[src/rtl/rtc_pkg.sv]
package rtc_pkg;
  localparam int NUM_TIME = 7;
  localparam int NUM_ALARM = 5;
  // time field addresses
  localparam int F_SEC  = 0;
  localparam int F_MIN  = 1;
  localparam int F_HOUR = 2;
  localparam int F_DOW  = 3;
  localparam int F_DAY  = 4;
  localparam int F_MON  = 5;
  localparam int F_YEAR = 6;
  // other register addresses
  localparam int A_ALARM0 = 7;   // minute, hour, day, month, year at 7..11
  localparam int A_MASK   = 12;
  localparam int A_IVL    = 13;
  localparam int A_TCTL   = 14;
  localparam int A_STAT   = 15;

  typedef struct packed {
    logic inc;   // normal one-second advance
    logic load;  // apply staged and current writes instead of advancing
  } rtcStrobe_t;

  function automatic logic [7:0] resetValue(input int idx);
    return (idx == F_DAY || idx == F_MON) ? 8'd1 : 8'd0;
  endfunction

  // calendar field compared by alarm slot j
  function automatic int alarmField(input int j);
    case (j)
      0: return F_MIN;
      1: return F_HOUR;
      2: return F_DAY;
      3: return F_MON;
      default: return F_YEAR;
    endcase
  endfunction

  function automatic logic [7:0] daysInMonth(input logic [7:0] mon, input logic [7:0] year);
    case (mon)
      8'd2: return (year[1:0] == 2'b00) ? 8'd29 : 8'd28;
      8'd4, 8'd6, 8'd9, 8'd11: return 8'd30;
      default: return 8'd31;
    endcase
  endfunction
endpackage

[src/rtl/rtc_datapath.sv]
module rtc_datapath
  import rtc_pkg::*;
#(
  parameter int DATA_W = 8,
  parameter int ADDR_W = 4
) (
  input  logic                              clk,
  input  logic                              rstN,
  input  rtcStrobe_t                        strobe,
  input  logic                              wrEn,
  input  logic [ADDR_W-1:0]                 wrAddr,
  input  logic [DATA_W-1:0]                 wrData,
  output logic [NUM_TIME-1:0][DATA_W-1:0]   timeVec,
  output logic [NUM_ALARM-1:0][DATA_W-1:0]  alarmVec,
  output logic [NUM_ALARM-1:0]              alarmMask,
  output logic                              stageAny,
  output logic                              secAtMax,
  output logic                              alarmMatch
);
  logic [NUM_TIME-1:0][DATA_W-1:0] timeQ, nextTime, stageQ;
  logic [NUM_TIME-1:0]             stageV, wrNow;
  logic [NUM_ALARM-1:0]            fieldOk;
  logic secWrap, minWrap, hourWrap, dayWrap, monWrap, dayCarry;
  logic [DATA_W-1:0] monthLen;

  assign timeVec  = timeQ;
  assign stageAny = |stageV;
  assign secAtMax = secWrap;

  // calendar increment
  always_comb begin
    nextTime = timeQ;
    monthLen = DATA_W'(daysInMonth(8'(timeQ[F_MON]), 8'(timeQ[F_YEAR])));
    secWrap  = timeQ[F_SEC]  >= DATA_W'(59);
    minWrap  = timeQ[F_MIN]  >= DATA_W'(59);
    hourWrap = timeQ[F_HOUR] >= DATA_W'(23);
    dayWrap  = timeQ[F_DAY]  >= monthLen;
    monWrap  = timeQ[F_MON]  >= DATA_W'(12);
    dayCarry = secWrap && minWrap && hourWrap;
    nextTime[F_SEC] = secWrap ? '0 : timeQ[F_SEC] + 1'b1;
    if (secWrap)
      nextTime[F_MIN] = minWrap ? '0 : timeQ[F_MIN] + 1'b1;
    if (secWrap && minWrap)
      nextTime[F_HOUR] = hourWrap ? '0 : timeQ[F_HOUR] + 1'b1;
    if (dayCarry) begin
      nextTime[F_DOW] = (timeQ[F_DOW] >= DATA_W'(6)) ? '0 : timeQ[F_DOW] + 1'b1;
      nextTime[F_DAY] = dayWrap ? DATA_W'(1) : timeQ[F_DAY] + 1'b1;
    end
    if (dayCarry && dayWrap)
      nextTime[F_MON] = monWrap ? DATA_W'(1) : timeQ[F_MON] + 1'b1;
    if (dayCarry && dayWrap && monWrap)
      nextTime[F_YEAR] = (timeQ[F_YEAR] >= DATA_W'(99)) ? '0 : timeQ[F_YEAR] + 1'b1;
  end

  // per-field time register with staging
  for (genvar i = 0; i < NUM_TIME; i++) begin : g_time
    assign wrNow[i] = wrEn && (wrAddr == ADDR_W'(i));

    always_ff @(posedge clk) begin
      if (!rstN) begin
        timeQ[i]  <= DATA_W'(resetValue(i));
        stageQ[i] <= '0;
        stageV[i] <= 1'b0;
      end else begin
        if (strobe.load) begin
          if (wrNow[i])       timeQ[i] <= wrData;
          else if (stageV[i]) timeQ[i] <= stageQ[i];
          stageV[i] <= 1'b0;
        end else begin
          if (strobe.inc) timeQ[i] <= nextTime[i];
          if (wrNow[i]) begin
            stageQ[i] <= wrData;
            stageV[i] <= 1'b1;
          end
        end
      end
    end
  end

  // alarm value registers and per-field comparison
  for (genvar j = 0; j < NUM_ALARM; j++) begin : g_alarm
    always_ff @(posedge clk) begin
      if (!rstN)
        alarmVec[j] <= '0;
      else if (wrEn && wrAddr == ADDR_W'(A_ALARM0 + j))
        alarmVec[j] <= wrData;
    end
    assign fieldOk[j] = !alarmMask[j] || (timeQ[alarmField(j)] == alarmVec[j]);
  end

  always_ff @(posedge clk) begin
    if (!rstN)
      alarmMask <= '0;
    else if (wrEn && wrAddr == ADDR_W'(A_MASK))
      alarmMask <= wrData[NUM_ALARM-1:0];
  end

  assign alarmMatch = (|alarmMask) && (&fieldOk);
endmodule

[src/rtl/rtc_control.sv]
module rtc_control
  import rtc_pkg::*;
#(
  parameter int DATA_W  = 8,
  parameter int ADDR_W  = 4,
  parameter int TIMER_W = 8
) (
  input  logic               clk,
  input  logic               rstN,
  input  logic               secTick,
  input  logic               wrEn,
  input  logic [ADDR_W-1:0]  wrAddr,
  input  logic [DATA_W-1:0]  wrData,
  input  logic               stageAny,
  input  logic               secAtMax,
  input  logic               alarmMatch,
  output rtcStrobe_t         strobe,
  output logic               alarmFlag,
  output logic               timerFlag,
  output logic [TIMER_W-1:0] tmrIvl,
  output logic               tmrRun,
  output logic               tmrRep
);
  logic timeWrNow, evalPend, alarmHit, tmrFire;
  logic statWr, ctlWr;
  logic [TIMER_W-1:0] tmrCnt;
  logic [TIMER_W:0]   cntNext;

  assign timeWrNow   = wrEn && (wrAddr < ADDR_W'(NUM_TIME));
  assign strobe.load = secTick && (stageAny || timeWrNow);
  assign strobe.inc  = secTick && !(stageAny || timeWrNow);

  assign statWr = wrEn && (wrAddr == ADDR_W'(A_STAT));
  assign ctlWr  = wrEn && (wrAddr == ADDR_W'(A_TCTL));

  // alarm: evaluated on the cycle after the second rolls to zero
  always_ff @(posedge clk) begin
    if (!rstN) evalPend <= 1'b0;
    else       evalPend <= strobe.inc && secAtMax;
  end
  assign alarmHit = evalPend && alarmMatch;

  always_ff @(posedge clk) begin
    if (!rstN)                      alarmFlag <= 1'b0;
    else if (alarmHit)              alarmFlag <= 1'b1;
    else if (statWr && wrData[0])   alarmFlag <= 1'b0;
  end

  // interval timer
  assign cntNext = {1'b0, tmrCnt} + 1'b1;
  assign tmrFire = secTick && tmrRun && (tmrIvl != '0) && !ctlWr &&
                   (cntNext >= {1'b0, tmrIvl});

  always_ff @(posedge clk) begin
    if (!rstN) begin
      tmrIvl <= '0;
      tmrRun <= 1'b0;
      tmrRep <= 1'b0;
      tmrCnt <= '0;
    end else begin
      if (wrEn && wrAddr == ADDR_W'(A_IVL))
        tmrIvl <= wrData[TIMER_W-1:0];
      if (ctlWr) begin
        tmrRun <= wrData[0];
        tmrRep <= wrData[1];
        tmrCnt <= '0;
      end else if (tmrFire) begin
        tmrCnt <= '0;
        if (!tmrRep) tmrRun <= 1'b0;
      end else if (secTick && tmrRun && tmrIvl != '0) begin
        tmrCnt <= cntNext[TIMER_W-1:0];
      end
    end
  end

  always_ff @(posedge clk) begin
    if (!rstN)                      timerFlag <= 1'b0;
    else if (tmrFire)               timerFlag <= 1'b1;
    else if (statWr && wrData[1])   timerFlag <= 1'b0;
  end
endmodule

[src/rtl/cal_rtc.sv]
module cal_rtc
  import rtc_pkg::*;
#(
  parameter int DATA_W  = 8,
  parameter int ADDR_W  = 4,
  parameter int TIMER_W = 8
) (
  input  logic              clk,
  input  logic              rstN,
  input  logic              secTick,
  input  logic              wrEn,
  input  logic [ADDR_W-1:0] wrAddr,
  input  logic [DATA_W-1:0] wrData,
  input  logic [ADDR_W-1:0] rdAddr,
  output logic [DATA_W-1:0] rdData,
  output logic              alarmIrq,
  output logic              timerIrq
);
  rtcStrobe_t strobe;
  logic [NUM_TIME-1:0][DATA_W-1:0]  timeVec;
  logic [NUM_ALARM-1:0][DATA_W-1:0] alarmVec;
  logic [NUM_ALARM-1:0]             alarmMask;
  logic stageAny, secAtMax, alarmMatch;
  logic alarmFlag, timerFlag, tmrRun, tmrRep;
  logic [TIMER_W-1:0] tmrIvl;

  rtc_datapath #(.DATA_W(DATA_W), .ADDR_W(ADDR_W)) i_dp (
    .clk(clk), .rstN(rstN), .strobe(strobe),
    .wrEn(wrEn), .wrAddr(wrAddr), .wrData(wrData),
    .timeVec(timeVec), .alarmVec(alarmVec), .alarmMask(alarmMask),
    .stageAny(stageAny), .secAtMax(secAtMax), .alarmMatch(alarmMatch)
  );

  rtc_control #(.DATA_W(DATA_W), .ADDR_W(ADDR_W), .TIMER_W(TIMER_W)) i_ctl (
    .clk(clk), .rstN(rstN), .secTick(secTick),
    .wrEn(wrEn), .wrAddr(wrAddr), .wrData(wrData),
    .stageAny(stageAny), .secAtMax(secAtMax), .alarmMatch(alarmMatch),
    .strobe(strobe), .alarmFlag(alarmFlag), .timerFlag(timerFlag),
    .tmrIvl(tmrIvl), .tmrRun(tmrRun), .tmrRep(tmrRep)
  );

  always_comb begin
    rdData = '0;
    if (rdAddr < ADDR_W'(NUM_TIME))
      rdData = timeVec[rdAddr[2:0]];
    else if (rdAddr < ADDR_W'(A_MASK))
      rdData = alarmVec[3'(rdAddr - ADDR_W'(A_ALARM0))];
    else if (rdAddr == ADDR_W'(A_MASK))
      rdData = DATA_W'(alarmMask);
    else if (rdAddr == ADDR_W'(A_IVL))
      rdData = DATA_W'(tmrIvl);
    else if (rdAddr == ADDR_W'(A_TCTL))
      rdData = DATA_W'({tmrRep, tmrRun});
    else
      rdData = DATA_W'({timerFlag, alarmFlag});
  end

  assign alarmIrq = alarmFlag;
  assign timerIrq = timerFlag;
endmodule

[config.mk]
export PLATFORM = sky130hd
export DESIGN_NAME = cal_rtc
export DESIGN_NICKNAME = d
export VERILOG_FILES = /design/src/rtl/rtc_pkg.sv /design/src/rtl/rtc_datapath.sv /design/src/rtl/rtc_control.sv /design/src/rtl/cal_rtc.sv
export SDC_FILE = /design/constraint.sdc
export NUM_CORES = 1
export LEC_CHECK = 0
export ABC_AREA = 1
export ABC_CLOCK_PERIOD_IN_PS = 5600
export CORE_MARGIN = 5
export CORE_UTILIZATION = 62
export CTS_CLUSTER_DIAMETER = 80
export DETAILED_ROUTE_END_ITERATION = 8
export PLACE_DENSITY_LB_ADDON = 0.12
export SLEW_MARGIN = 25
export SYNTH_ARGS = -nofsm -noshare
export SYNTH_HDL_FRONTEND = slang
export SYNTH_SLANG_ARGS = --single-unit
[constraint.sdc]
create_clock -name clk -period 5.6 [get_ports clk]
set_input_delay 1.68 -clock clk [delete_from_list [all_inputs] [get_ports clk]]
set_output_delay 1.68 -clock clk [all_outputs]
set_load 0.02 [all_outputs]
==> out/qor.csv, run 1 <==
metric,value,unit
status,"complete, no violations",
Ports,30,
TritonCTS Buffers,17,
Iter 0 DRT Violations,1237,
Post-synth top flop,dfxtp_1,
# Post-CTS Setup Buffers,0,
Critical R2R Launch,i_dp.timeVec[48]$_SDFFE_PN0P_,
Reg2Reg Setup Slack,2.62,ns
# Max-Cap Violations,0,
Setup-failing EPs final,0,
filler cell count,1463,
drt pass-1 iters,6,
path category of the worst min-delay check,reg -> reg,
Antenna Nets Post-Route,0,
total track usage,0.335,
Final Max Tran Viols,0,
min Tclk post-route,5.49,ns
number of global-route vias before repair,9497,
post-route clock period utilization,0.980,
Initial Util,0.626,
#FFs+latches synth,185,
number of synthesized flops with an enable pin,0,
Final Non-Filler Cells,1752,
core area,16500,um2
clk_skew,0.0123,ns
Synth Instances,1508,
I/O Buffers,29,
n_diodes,0,
Hold Buf Count CTS,0,
FF/Latch Area,3700,um2
CTS Sinks,185,
Clock transition at path regs,0.08,ns
hold path cells,2,
CP max FO,7,
GRT overflow,0,
"Power, Total",0.00298,W
Max Buffers Root-to-Sink,2,
slew margin rel.,0.316,
die width,139,um
via count,10600,
CTS tree,built,
WL per Instance,18.8,um
f_max,182,MHz
simple-gate area share of the yosys netlist,0.209,
Final #Nets,1566,
"Data required, critical path",3.92,ns
first-pass GRT wire length,51.9,mm
multi-input logic area,5670,um2
via/cell ratio,6.03,
Power Density,262,nW/um2
Clock Latency Late Sink,0.44,ns
post-placement cell count,1720,
initial antenna violation count,0,
R2R depth,14,
Worst setup SP type,input port,
critical path type,in -> out,
worst setup margin,0.109,ns
die height,139,um
Worst Hold Launch,i_dp.stageQ[9]$_SDFFE_PN0P_,
routability congestion estimate,0.950,
Worst Max-Slew Pin Slew,1.02,ns
Final Hold Vio Count,0,
H-tree levels,4,
Syn Std Cell Area,10300,um2
Clock Tree Root,clkbuf_16,
Post-Synth Adder-Cell Area,0.0328,
warning count from the yosys run,0,
Metal-1 WL,14.3,mm
fin area,11400,um2
Layout area overhead,10.5,%
asr flop ratio synth,0,
worst r2r dst,i_dp.timeVec[49]$_SDFFE_PN0P_,
Syn Nets,1555,
largest family of logic cells by synthesized area,compound AO/OA/AOI/OAI gates,
Core Rows,47,
Syn Area/Cell,6.83,um2
fraction of layout instances using a drive strength above 1,0.0822,
xor and xnor area share after synthesis,0.0289,
Highest Signal Layer,met4,
pin count of the biggest net entering global routing,85,
DP Worst Slack,-0.273,ns
Worst VDD drop,0.221,mV
Lkg Pwr,4.53,nW
met2 wire length,14.5,mm
Hold Path End,i_dp.stageQ[9]$_SDFFE_PN0P_,
drt drc,0,
post_cts resized,9,
routed wire length,33.0,mm
WL met3,3.26,mm
post-synth cell types,50,
unrepaired setup endpoints after global routing,no,
mux contribution to synthesized area,0,
post-DP HPWL,23.3,mm
post-synthesis sequential area ratio,0.359,
Worst Setup End Kind,primary output,
crit path DAT,3.81,ns
"Cell Area, Placed",10800,um2
Layout Utilization,0.691,
Compound-Gate Fraction of Synth Area,0.279,
die area,19300,um2
worst max-delay path, cell delays in order:
cell	delay, ns
clkdlybuf4s50_1	0.50
clkinv_1	0.10
ha_1	0.32
clkinv_2	0.12
buf_4	0.16
nand3_1	0.12
inv_1	0.09
a22o_1	0.22
a21oi_1	0.11
o21ai_0	0.07
dlygate4sd2_1	0.33
synth_stat cells (all sizes together) (2+ instances only):
library cell,count,area (um2)
a211oi,20,150
a21o,2,15.0
a21oi,205,1030
a22oi,2,15.0
a31oi,9,56.3
buf,29,185
clkbuf,50,188
clkinv,8,30.0
dfxtp,185,3700
ha,27,338
inv,142,536
nand2,234,891
nand3,66,343
nand3b,2,15.0
nand4,8,50.1
nor2,167,697
nor3,15,75.1
nor4,2,12.5
o211ai,16,120
o21ai,236,1200
o21bai,6,45.0
o22ai,16,100
o311ai,2,17.5
o31ai,8,65.1
or2,9,56.3
xnor2,14,123
xor2,20,175
through the flow:
stage	hold WS [ns]	TNS, ns
floorplan	0.425	0
global placement	0.435	-1.66
detailed placement	0.443	-1.65
CTS	0.453	0
global route	0.482	0
finish	0.453	0
final cells by class:
type                            instances  share of cell area
Timing Repair Buffer                   71              0.0512
Tap cell                              220              0.0242
Inverter                              150              0.0498
Clock inverter                         12              0.0109
Sequential cell                       185               0.325
Multi-Input combinational cell       1094               0.498
Clock buffer                           20              0.0401
state kept, by name, indices dropped and copies added (netlist names):
name and cells:
i_ctl.tmrIvl 8, i_dp.stageQ 56, i_ctl.tmrCnt 8, i_ctl.timerFlag 1, i_ctl.tmrRep 1, i_ctl.evalPend 1, i_dp.alarmMask 5, i_dp.timeVec 56
i_ctl.tmrRun 1, i_dp.stageV 7, i_ctl.alarmFlag 1, i_dp.alarmVec 40
per-layer routing:
| layer | vias to the layer above | track usage |
|---|---|---|
| met3 | 74 | 0.0700 |
| met2 | 530 | 0.517 |
| met4 | 0 | 0.102 |
| met1 | 4822 | 0.474 |
| met5 | - | 0 |
| li1 | 5130 | - |
power breakdown:
group	switching (W)	total [W]	internal [W]	leakage [nW]
sequential	0.0000358	0.00138	0.00135	1.50
clock	0.000581	0.00120	0.000616	0.283
combinational	0.000269	0.000398	0.000130	2.75
worst max path at each step:
stage | start | to
finish | rdAddr[1] | rdData[4]
global route | rdAddr[1] | rdData[2]
CTS | rdAddr[1] | rdData[1]
detailed placement | rdAddr[1] | rdData[1]
global placement | rdAddr[1] | rdData[2]
floorplan | rdAddr[0] | rdData[1]
cells by family after synthesis:
group                      count (synthesis)
AOI/OAI and AO/OA                        529
and+or+nand+nor                          504
buffers and inverters                    229
DFF                                      185
xor gates and xnor gates                  34
adders and majority gates                 27
cells in the final DEF (no fill, tap or decap), drive strengths merged:
master	synthesis	routed
o2111ai	1	1
nor4	2	2
a22o	1	1
or2	9	9
o21ai	236	236
o211ai	16	16
inv	142	148
o21bai	6	6
a211oi	20	20
xor2	20	20
a311oi	1	1
o311ai	2	2
nand4	8	8
a21o	2	2
o41ai	1	1
clkbuf	50	25
a21oi	205	205
nor3b	1	1
o22ai	16	16
ha	27	27
clkinv	8	13
nor3	15	15
clkdlybuf4s15	0	1
nand3	66	66
a31oi	9	9
a32o	1	1
clkdlybuf4s50	0	20
xnor2	14	14
a41oi	1	1
o31ai	8	8
a221oi	1	1
nor2	167	167
a22oi	2	2
nand2	234	234
buf	29	43
nand3b	2	2
dfxtp	185	185
clkinvlp	0	1
dlygate4sd2	0	2
Power figures use the tool's default switching activity.
==> run 2, diff against run 1 <==
--- a/config.mk
+++ b/config.mk
@@ -6,7 +6,7 @@
 export NUM_CORES = 1
 export LEC_CHECK = 0
 export ABC_AREA = 1
-export ABC_CLOCK_PERIOD_IN_PS = 5600
+export ABC_CLOCK_PERIOD_IN_PS = 5100
 export CORE_MARGIN = 5
 export CORE_UTILIZATION = 62
 export CTS_CLUSTER_DIAMETER = 80
==> constraint.sdc (replaced) <==
create_clock -name clk -period 5.1 [get_ports clk]
set_input_delay 1.53 -clock clk [delete_from_list [all_inputs] [get_ports clk]]
set_output_delay 1.53 -clock clk [all_outputs]
set_load 0.02 [all_outputs]
==> run 2 against run 1 <==
Against the previous run:
- non-clock buffer count increased by 5
- die area unchanged
- clock-buffer cell count decreased by 2
- sequential share of layout area decreased by 0.27 points
- cell count increased by 0.29%
- sequential power increased by 10%
- clock power increased by 16%
- via count decreased by 0.73%
- global-route usage increased by 0.080 points
- hold slack got worse by 0.0019 ns
- utilization increased by 0.57 points
- highest routed layer unchanged
==> out/qor.csv, run 2 (same netlist as run 1, synthesis figures left out) <==
metric,value,unit,change
# Post-CTS Setup Buffers,0,,unchanged
Max Buffers Root-to-Sink,2,,unchanged
first-pass GRT wire length,51.8,mm,-0.18%
Lkg Pwr,4.57,nW,+1.0%
status,"complete, no violations",,
CTS Sinks,185,,unchanged
total track usage,0.336,,+0.000797
Worst setup endpoint,rdData[0],,
Worst VDD drop,0.248,mV,+12%
number of global-route vias before repair,9353,,-1.5%
critical path type,in -> out,,
Clock Latency Late Sink,0.45,ns,about the same
Layout area overhead,11.4,%,
unrepaired setup endpoints after global routing,no,,
n_diodes,0,,unchanged
Clock Tree Root,clkbuf_16,,
CP startpoint,rdAddr[2],,
f_max,201,MHz,
post-route clock period utilization,0.978,,
Antenna Nets Post-Route,0,,unchanged
clk_skew,0.0137,ns,+0.00138 ns
post-placement cell count,1725,,+0.29%
GRT overflow,0,,unchanged
hold slack,0.451,ns,-0.00195 ns
Layout Utilization,0.697,,+0.00570
Final Non-Filler Cells,1757,,+0.29%
Power Density,292,nW/um2,+12%
Ports,30,,unchanged
crit path DAT,3.46,ns,-0.35 ns
Power Internal,0.00234,W,+12%
Iter 0 DRT Violations,1299,,+5.0%
path category of the worst min-delay check,reg -> reg,,
slew margin rel.,0.308,,-0.00793
core area,16500,um2,unchanged
die height,139,um,unchanged
"Power, Total",0.00335,W,+12%
routed wire length,33.1,mm,+0.37%
worst r2r dst,i_dp.timeVec[49]$_SDFFE_PN0P_,,
Initial Util,0.626,,unchanged
TritonCTS Buffers,17,,unchanged
Worst Max-Slew Pin Slew,1.03,ns,+0.0119 ns
Sw Share,0.301,,+0.00338
via count,10500,,-0.73%
post-DP HPWL,23.5,mm,+0.79%
pin count of the biggest net entering global routing,81,,-4.7%
H-tree levels,4,,unchanged
Reg2Reg Setup Slack,2.10,ns,-0.52 ns
CP max FO,5,,-2
WL per Instance,18.8,um,about the same
most frequent cells in the layout,"nand2_1, o21ai_0, a21oi_1, dfxtp_1, nor2_1",,
Critical R2R Launch,i_dp.timeVec[48]$_SDFFE_PN0P_,,
"commonest non-fill, non-tap cell in the layout",nand2_1,,
Worst setup SP type,input port,,
Setup-failing EPs final,0,,unchanged
fraction of layout instances using a drive strength above 1,0.0911,,+0.00884
CTS tree,built,,
Final #Nets,1571,,+0.32%
via/cell ratio,5.96,,-1.0%
# Max-Cap Violations,0,,unchanged
clock power share,0.414,,+0.012
R2R depth,14,,unchanged
Worst Setup End Kind,primary output,,
Final Max Tran Viols,0,,unchanged
I/O Buffers,29,,unchanged
initial antenna violation count,0,,unchanged
Final Hold Vio Count,0,,unchanged
routability congestion estimate,1.02,,+7.0%
sequential share of power,0.454,,-0.010
die width,139,um,unchanged
die area,19300,um2,unchanged
Clock transition at path regs,0.08,ns,about the same
min Tclk post-route,4.99,ns,
"Data required, critical path",3.57,ns,-0.35 ns
Core Rows,47,,unchanged
drt drc,0,,unchanged
NetSw,0.00101,W,+14%
Logic pwr share,0.132,,-0.002
drt pass-1 iters,5,,-1
## run 2: changes by cell type in the layout (fill, tap and decap cells not counted), sizes merged
| cell | before | now |
|---|---|---|
| clkdlybuf4s50 | 20 | 18 |
| dlymetal6s2s | 0 | 1 |
| bufinv | 0 | 1 |
| clkdlybuf4s15 | 1 | 3 |
| clkbuf | 25 | 19 |
| buf | 43 | 52 |
| dlygate4sd2 | 2 | 1 |
| inv | 148 | 149 |
## run 2: worst min path at each step
stage / startpoint / to / slack, ns / cells after the start
after global placement: i_dp.stageQ[9]$_SDFFE_PN0P_ / i_dp.stageQ[9]$_SDFFE_PN0P_ / 0.44 / 2
after global routing: i_dp.stageQ[30]$_SDFFE_PN0P_ / i_dp.stageQ[30]$_SDFFE_PN0P_ / 0.48 / 2
after detailed placement: i_dp.stageQ[14]$_SDFFE_PN0P_ / i_dp.stageQ[14]$_SDFFE_PN0P_ / 0.44 / 2
final: i_dp.stageQ[14]$_SDFFE_PN0P_ / i_dp.stageQ[14]$_SDFFE_PN0P_ / 0.45 / 2
after floorplan: i_dp.stageQ[14]$_SDFFE_PN0P_ / i_dp.stageQ[14]$_SDFFE_PN0P_ / 0.42 / 2
after CTS: i_dp.stageQ[14]$_SDFFE_PN0P_ / i_dp.stageQ[14]$_SDFFE_PN0P_ / 0.45 / 2
## run 2: critical path, stage by stage
cell	delay, ns
clkdlybuf4s50_1	0.67
clkinv_1	0.24
buf_4	0.20
o211ai_1	0.13
o311ai_0	0.20
a32o_1	0.32
clkbuf_2	0.17
## run 2: what timing repair did
action                     CTS  global route
hold buffers                 0             0
setup endpoints to repair    8             8
gates resized for setup     35             5
cloned                       0             0
pin swaps                    1             0
## run 2: stage by stage
step / worst slack, ns / TNS [ns] / area (um2)
final: 0.113 / 0 / 11500
after global routing: 0.0114 / 0 / 11500
after CTS: 0.00113 / 0 / 11500
after detailed placement: -0.505 / -3.69 / 10900
after global placement: -0.508 / -3.56 / 10900
after floorplan: 0.0260 / 0 / 10300
## run 2: area by class of cell
type | instances | area, um2
Tap cell | 220 | 275
Clock inverter | 14 | 174
Fill cell | 1460 | 4990
Multi-Input combinational cell | 1094 | 5700
Timing Repair Buffer | 76 | 621
Sequential cell | 185 | 3700
Clock buffer | 18 | 439
Inverter | 150 | 568
## run 2: power groups by stage
stage	clock (W)	combinational, W	sequential [W]
6_report	0.00139	0.000442	0.00152
5_1_grt	0.00145	0.000482	0.00152
4_1_cts	0.00138	0.000430	0.00152
3_5_place_dp	0	0.000430	0.00155
3_3_place_gp	0	0.000426	0.00155
2_1_floorplan	0	0.000284	0.00154
## run 2: metal layers
layer	global-route usage	share of wire
met1	0.475	0.43
met2	0.498	0.43
met3	0.0834	0.11
met4	0.122	0.036
met5	0	0
